[src/rtl/vlg_pkg.sv]
package vlg_pkg;
   typedef enum logic {
      REF_VERT  = 1'b0,
      REF_FIELD = 1'b1
   } ref_sel_e;

   // Run length of zero is treated as a single line.
   function automatic logic [7:0] run_floor8(input logic [7:0] r);
      return (r == 8'd0) ? 8'd1 : r;
   endfunction
endpackage

[src/rtl/vlg_edge.sv]
module vlg_edge #(
   parameter int STAGES = 1
) (
   input  logic clk,
   input  logic rst_n,
   input  logic din,
   output logic rise,
   output logic fall
);
   localparam int DEPTH = STAGES + 1;

   generate
      if (STAGES < 1) begin : g_bad_stages
         $error("vlg_edge: STAGES must be at least 1");
      end
   endgenerate

   logic [DEPTH-1:0] pipe;

   always_ff @(posedge clk or negedge rst_n) begin
      if (!rst_n) pipe <= '0;
      else        pipe <= {pipe[DEPTH-2:0], din};
   end

   assign rise = pipe[DEPTH-2] & ~pipe[DEPTH-1];
   assign fall = ~pipe[DEPTH-2] & pipe[DEPTH-1];
endmodule

[src/rtl/vlg_down_cnt.sv]
module vlg_down_cnt #(
   parameter int W = 12
) (
   input  logic         clk,
   input  logic         rst_n,
   input  logic         load,
   input  logic [W-1:0] load_val,
   input  logic         dec,
   output logic [W-1:0] count,
   output logic         last
);
   generate
      if (W < 1) begin : g_bad_width
         $error("vlg_down_cnt: W must be at least 1");
      end
   endgenerate

   assign last = dec & ~load & (count == W'(1));

   always_ff @(posedge clk or negedge rst_n) begin
      if (!rst_n)    count <= '0;
      else if (load) count <= load_val;
      else if (dec)  count <= count - W'(1);
   end

   // callers only count down from a nonzero value
   a_r3_no_wrap: assert property (@(posedge clk) disable iff (!rst_n)
      (dec && !load) |-> (count != '0));
endmodule

[src/rtl/video_line_gate.sv]
module video_line_gate
   import vlg_pkg::*;
#(
   parameter int LINE_W = 11,
   parameter int RUN_W  = 8,
   parameter int SYNC_STAGES = 1
) (
   input  logic              clk,
   input  logic              rst_n,
   input  logic              csync,
   input  logic              vpulse,
   input  logic              field_idx,
   input  logic              field_mode,
   input  logic              field_inv,
   input  logic [LINE_W-1:0] line_sel,
   input  logic [RUN_W-1:0]  run_len,
   output logic              line_gate,
   output logic              clamp_en
);
   localparam int CW = LINE_W + 1;

   generate
      if (LINE_W < 11) begin : g_bad_line_w
         $error("video_line_gate: LINE_W must reach line 2046");
      end
      if (RUN_W < 1) begin : g_bad_run_w
         $error("video_line_gate: RUN_W must be at least 1");
      end
   endgenerate

   // reference source selection
   ref_sel_e ref_sel;
   logic     ref_raw;
   assign ref_sel = ref_sel_e'(field_mode);
   assign ref_raw = (ref_sel == REF_FIELD) ? (field_idx ^ field_inv) : vpulse;

   logic s_rise, s_fall, r_rise, r_fall;

   vlg_edge #(.STAGES(SYNC_STAGES)) u_sync_edge (
      .clk(clk), .rst_n(rst_n), .din(csync), .rise(s_rise), .fall(s_fall));

   vlg_edge #(.STAGES(SYNC_STAGES)) u_ref_edge (
      .clk(clk), .rst_n(rst_n), .din(ref_raw), .rise(r_rise), .fall(r_fall));

   logic armed_q, gate_q;
   logic sync_tr;
   assign sync_tr = s_rise | s_fall;

   // transition counter
   logic [CW-1:0] tr_cnt, tr_load;
   logic          tr_dec, tr_last;
   assign tr_load = CW'(line_sel) + CW'(2);
   assign tr_dec  = armed_q & ~gate_q & sync_tr & ~r_fall;

   vlg_down_cnt #(.W(CW)) u_tr_cnt (
      .clk(clk), .rst_n(rst_n), .load(r_fall), .load_val(tr_load),
      .dec(tr_dec), .count(tr_cnt), .last(tr_last));

   // remaining-lines counter
   logic [RUN_W-1:0] run_cnt, run_load;
   logic             ln_dec, ln_last;
   assign run_load = (run_len == '0) ? RUN_W'(1) : run_len;
   assign ln_dec   = gate_q & s_rise & ~r_fall;

   vlg_down_cnt #(.W(RUN_W)) u_run_cnt (
      .clk(clk), .rst_n(rst_n), .load(r_fall), .load_val(run_load),
      .dec(ln_dec), .count(run_cnt), .last(ln_last));

   always_ff @(posedge clk or negedge rst_n) begin
      if (!rst_n) begin
         armed_q <= 1'b0;
         gate_q  <= 1'b0;
      end else if (r_fall) begin
         armed_q <= 1'b1;
         gate_q  <= 1'b0;
      end else begin
         if (tr_last) gate_q <= 1'b1;
         if (ln_last) begin
            gate_q  <= 1'b0;
            armed_q <= 1'b0;
         end
      end
   end

   assign line_gate = gate_q;
   assign clamp_en  = ~gate_q;

   // an idle block keeps its transition count
   a_r2_idle_hold: assert property (@(posedge clk) disable iff (!rst_n)
      (!armed_q && !r_fall) |=> $stable(tr_cnt));

   // gate only opens from an armed state
   a_r3_open_armed: assert property (@(posedge clk) disable iff (!rst_n)
      $rose(gate_q) |-> $past(armed_q));

   // terminal transition opens the gate
   a_r3_open_on_last: assert property (@(posedge clk) disable iff (!rst_n)
      (tr_last && !r_fall) |=> gate_q);

   // last line boundary closes and disarms
   a_r4_close_disarm: assert property (@(posedge clk) disable iff (!rst_n)
      (gate_q && ln_last) |=> (!gate_q && !armed_q));

   // an open gate always has lines left
   a_r4_lines_left: assert property (@(posedge clk) disable iff (!rst_n)
      gate_q |-> (run_cnt != '0));

   // reference edge reloads and restarts
   a_r6_reload: assert property (@(posedge clk) disable iff (!rst_n)
      r_fall |=> (armed_q && !gate_q && tr_cnt == $past(tr_load)));

   // a rising reference never starts a count
   a_r5_rise_no_arm: assert property (@(posedge clk) disable iff (!rst_n)
      (r_rise && !armed_q) |=> !armed_q);
endmodule

[config.mk]
export PLATFORM = sky130hd
export DESIGN_NAME = video_line_gate
export DESIGN_NICKNAME = d
export VERILOG_FILES = /design/src/rtl/vlg_pkg.sv /design/src/rtl/vlg_edge.sv /design/src/rtl/vlg_down_cnt.sv /design/src/rtl/video_line_gate.sv
export SDC_FILE = /design/constraint.sdc
export NUM_CORES = 1
export LEC_CHECK = 0
export ABC_AREA = 1
export BUFFER_PORTS_ARGS = -buffer_cell sky130_fd_sc_hd__buf_2
export CAP_MARGIN = 20
export CORE_MARGIN = 8
export CORE_UTILIZATION = 45
export CTS_CLUSTER_DIAMETER = 60
export DETAILED_ROUTE_END_ITERATION = 12
export GPL_ROUTABILITY_DRIVEN = 0
export GPL_TIMING_DRIVEN = 0
export PLACE_DENSITY = 0.74
export SYNTH_ARGS = -nofsm -noshare
export SYNTH_HDL_FRONTEND = slang
export SYNTH_SLANG_ARGS = --single-unit
[constraint.sdc]
create_clock -name clk -period 1.7 [get_ports clk]
set_clock_uncertainty 0.05 [all_clocks]
set_input_delay 0.255 -clock clk [delete_from_list [all_inputs] [get_ports clk]]
set_output_delay 0.255 -clock clk [all_outputs]
set_load 0.1 [all_outputs]
==> results.cfg <==
[run_status]
status = completed

[detailed_routing]
ant_nets = 0
postRouteWirelength_mm = 3.97
drtPass1Iterations = 4
vias = 1646
routed_via_density = 4.97
detail_route.iter0.violations = 99
routedWlPerCell_um = 12.0
drc_errors = 0

[clock_network]
htree_levels = 1
clkTransAtPathRegs_ns = 0.10
clk_path_buf_depth = 2
root_buffer = clkbuf_8
cts_tree = built
numCtsBuffers = 3
cts.sinks = 26
clk_latency_ns = 0.28

[setup_path]
cp_max_fo = 4
r2r_slack_ns = 0.12
critPathLaunchType = register
reg2reg_depth = 11
worstReg2RegEnd = u_tr_cnt.count[10]$_DFFE_PN0P_
critical_path_class = reg -> out
endpoint_kind = primary output
worstReg2RegStart = u_tr_cnt.count[0]$_DFFE_PN0P_
worstPathArrival_ns = 1.29
required_ns = 1.39
crit_end = clamp_en
startpoint = line_gate$_DFFE_PN0P_

[global_routing]
antenna_found_initial = 0
grt_usage_pct = 13.8
grt_start_max_net_pins = 27
grt_pass1_wl_mm = 7.16
grt_pass1_vias = 1636
grt_overflow_total = 0

[logic_synthesis]
ys_warn_count = 0
synth_cell_types = 32
avgSynthCellArea_sq_um = 7.22
synth_area_sq_um = 1800
synth-seq-area-share_pct = 36.2
synth_seq_cells = 26
syn_nets = 281
syn_inst = 249

[power_and_ir_drop]
ir_drop_mv = 0.888
power_leakage_uw = 0.00102
powerDensity_nw_per_um2 = 1120

[sta]
fin_crit_sh_pct = 93.7
fin_crit_ns = 1.59
maxSlewHeadroom_pct = 59.4
setup_viol_count_final = 0
worst_pin_slew_ns = 0.608
finalHoldViolCount = 0
tns_ns = 0
slew_violations = 0
fmax_mhz = 628
rsz0062_at_grt = no

[floorplan]
die_width_um = 79.2
start_util_pct = 45.9
ios = 28
die_y_um = 79.2
rows = 23
core_sq_um = 3910
dieArea_sq_um = 6270

[finish]
final_common_cell = nand2_1
fillCellCount = 385
nets = 314
fin_area_sq_um = 2070
final_cell_mix = nand2_1, buf_2, nand3_1, dfrtp_1
antenna_cells = 0
drive_above_1_share_pct = 21.4
syn2layout_area_growth_pct = 15.1

[placement]
placed_area_sq_um = 2000
numPortBuffers = 27
hpwl_mm = 3.05

[run]
drv_cap = 0

[hold_path]
hold_class = in -> reg
worstHoldPathCells = 1
-- power breakdown --
group | switching [uW] | internal, uW
Sequential | 183 | 802
Clock | 198 | 207
Combinational | 561 | 365
Total | 942 | 1370
-- Yosys cell counts --
| library cell | n | share of area (%) |
|---|---|---|
| nand2_1 | 66 | 14 |
| dfrtp_1 | 26 | 36 |
| nand3_1 | 25 | 7.0 |
| inv_1 | 24 | 5.0 |
| nor2_1 | 24 | 5.0 |
| inv_2 | 10 | 2.1 |
| o21ai_1 | 8 | 2.2 |
| a21oi_1 | 7 | 1.9 |
| ha_1 | 6 | 4.2 |
| nand4_1 | 5 | 1.7 |
| nor2_2 | 5 | 1.7 |
| xor2_1 | 5 | 2.4 |
| o211ai_1 | 4 | 1.7 |
| xnor2_1 | 4 | 1.9 |
| o21ai_0 | 3 | 0.83 |
| o221ai_1 | 3 | 1.5 |
| a21oi_2 | 2 | 0.97 |
| buf_2 | 2 | 0.56 |
| buf_6 | 2 | 1.3 |
| nand2_2 | 2 | 0.70 |
| nor2_4 | 2 | 1.3 |
| nor3_1 | 2 | 0.56 |
| nor3_2 | 2 | 1.1 |
| o21bai_1 | 2 | 0.83 |
| a211oi_1 | 1 | 0.42 |
| a22oi_1 | 1 | 0.42 |
| and3_1 | 1 | 0.35 |
| nand2_4 | 1 | 0.63 |
| nand3b_1 | 1 | 0.42 |
| nor3b_1 | 1 | 0.42 |
| o311ai_1 | 1 | 0.49 |
| o31ai_1 | 1 | 0.42 |
-- per-stage QoR --
stage	std cells	hold slack [ns]	power, uW	setup WS (ns)	util [%]
final	331	0.0257	2320	0.107	52.9
after global routing	331	0.0168	2540	0.000417	52.9
after CTS	331	0.0185	2330	0.0962	52.8
after detailed placement	326	0.247	1920	0.119	51.2
after global placement	326	0.244	1890	0.120	51.2
after floorplan	249	-0.0906	1690	0.119	-
-- registers in the layout, indices dropped and copies added, names as in the netlist --
signal            count
u_tr_cnt.count       12
armed_q               1
u_sync_edge.pipe      2
u_run_cnt.count       8
line_gate             1
u_ref_edge.pipe       2
-- per-layer routing --
metal | routed length (um) | global-route usage [%] | part of all wire (%)
met5 | 0 | 0 | 0
met1 | 1940 | 17.8 | 49
met3 | 132 | 3.16 | 3.3
met2 | 1860 | 22.9 | 47
met4 | 40 | 3.15 | 1.0
-- final cells by class --
type,count,area [sq um],area share [%]
sequential,26,654,31.6
timing repair buffer,28,145,7.01
buffer,4,35.0,1.69
clock buffer,4,55.1,2.66
tap,50,62.6,3.02
inverter,34,130,6.29
multi-input combinational,185,987,47.7
-- what timing repair did --
item                                    in CTS  in global routing
hold endpoints to repair                    26                  0
buffers inserted                             0                  0
gates resized for setup                      0                  1
endpoints found under the setup margin       0                  3
hold buffers                                 1                  0
-- worst max-delay path, stage by stage (launching register included) --
cell and delay, ns:
dfrtp_4 0.52, inv_4 0.07, buf_2 0.42
-- worst min-delay path by stage --
stage | start | to | slack (ns)
CTS | csync | u_sync_edge.pipe[0]$_DFF_PN0_ | 0.02
detailed placement | rst_n | u_tr_cnt.count[10]$_DFFE_PN0P_ | 0.25
global placement | rst_n | u_tr_cnt.count[10]$_DFFE_PN0P_ | 0.24
floorplan | rst_n | armed_q$_DFFE_PN0N_ | -0.09
finish | csync | u_sync_edge.pipe[0]$_DFF_PN0_ | 0.03
global route | csync | u_sync_edge.pipe[0]$_DFF_PN0_ | 0.02
-- cell families after synthesis --
kind of cell               synth area share (%)
and+or+nand+nor                            34.7
buffers and inverters                      8.91
AOI/OAI and AO/OA                          11.7
DFF                                        36.2
xor gates and xnor gates                   4.38
adders and majority gates                  4.18
No activity file was read; power rests on OpenSTA's default activity.
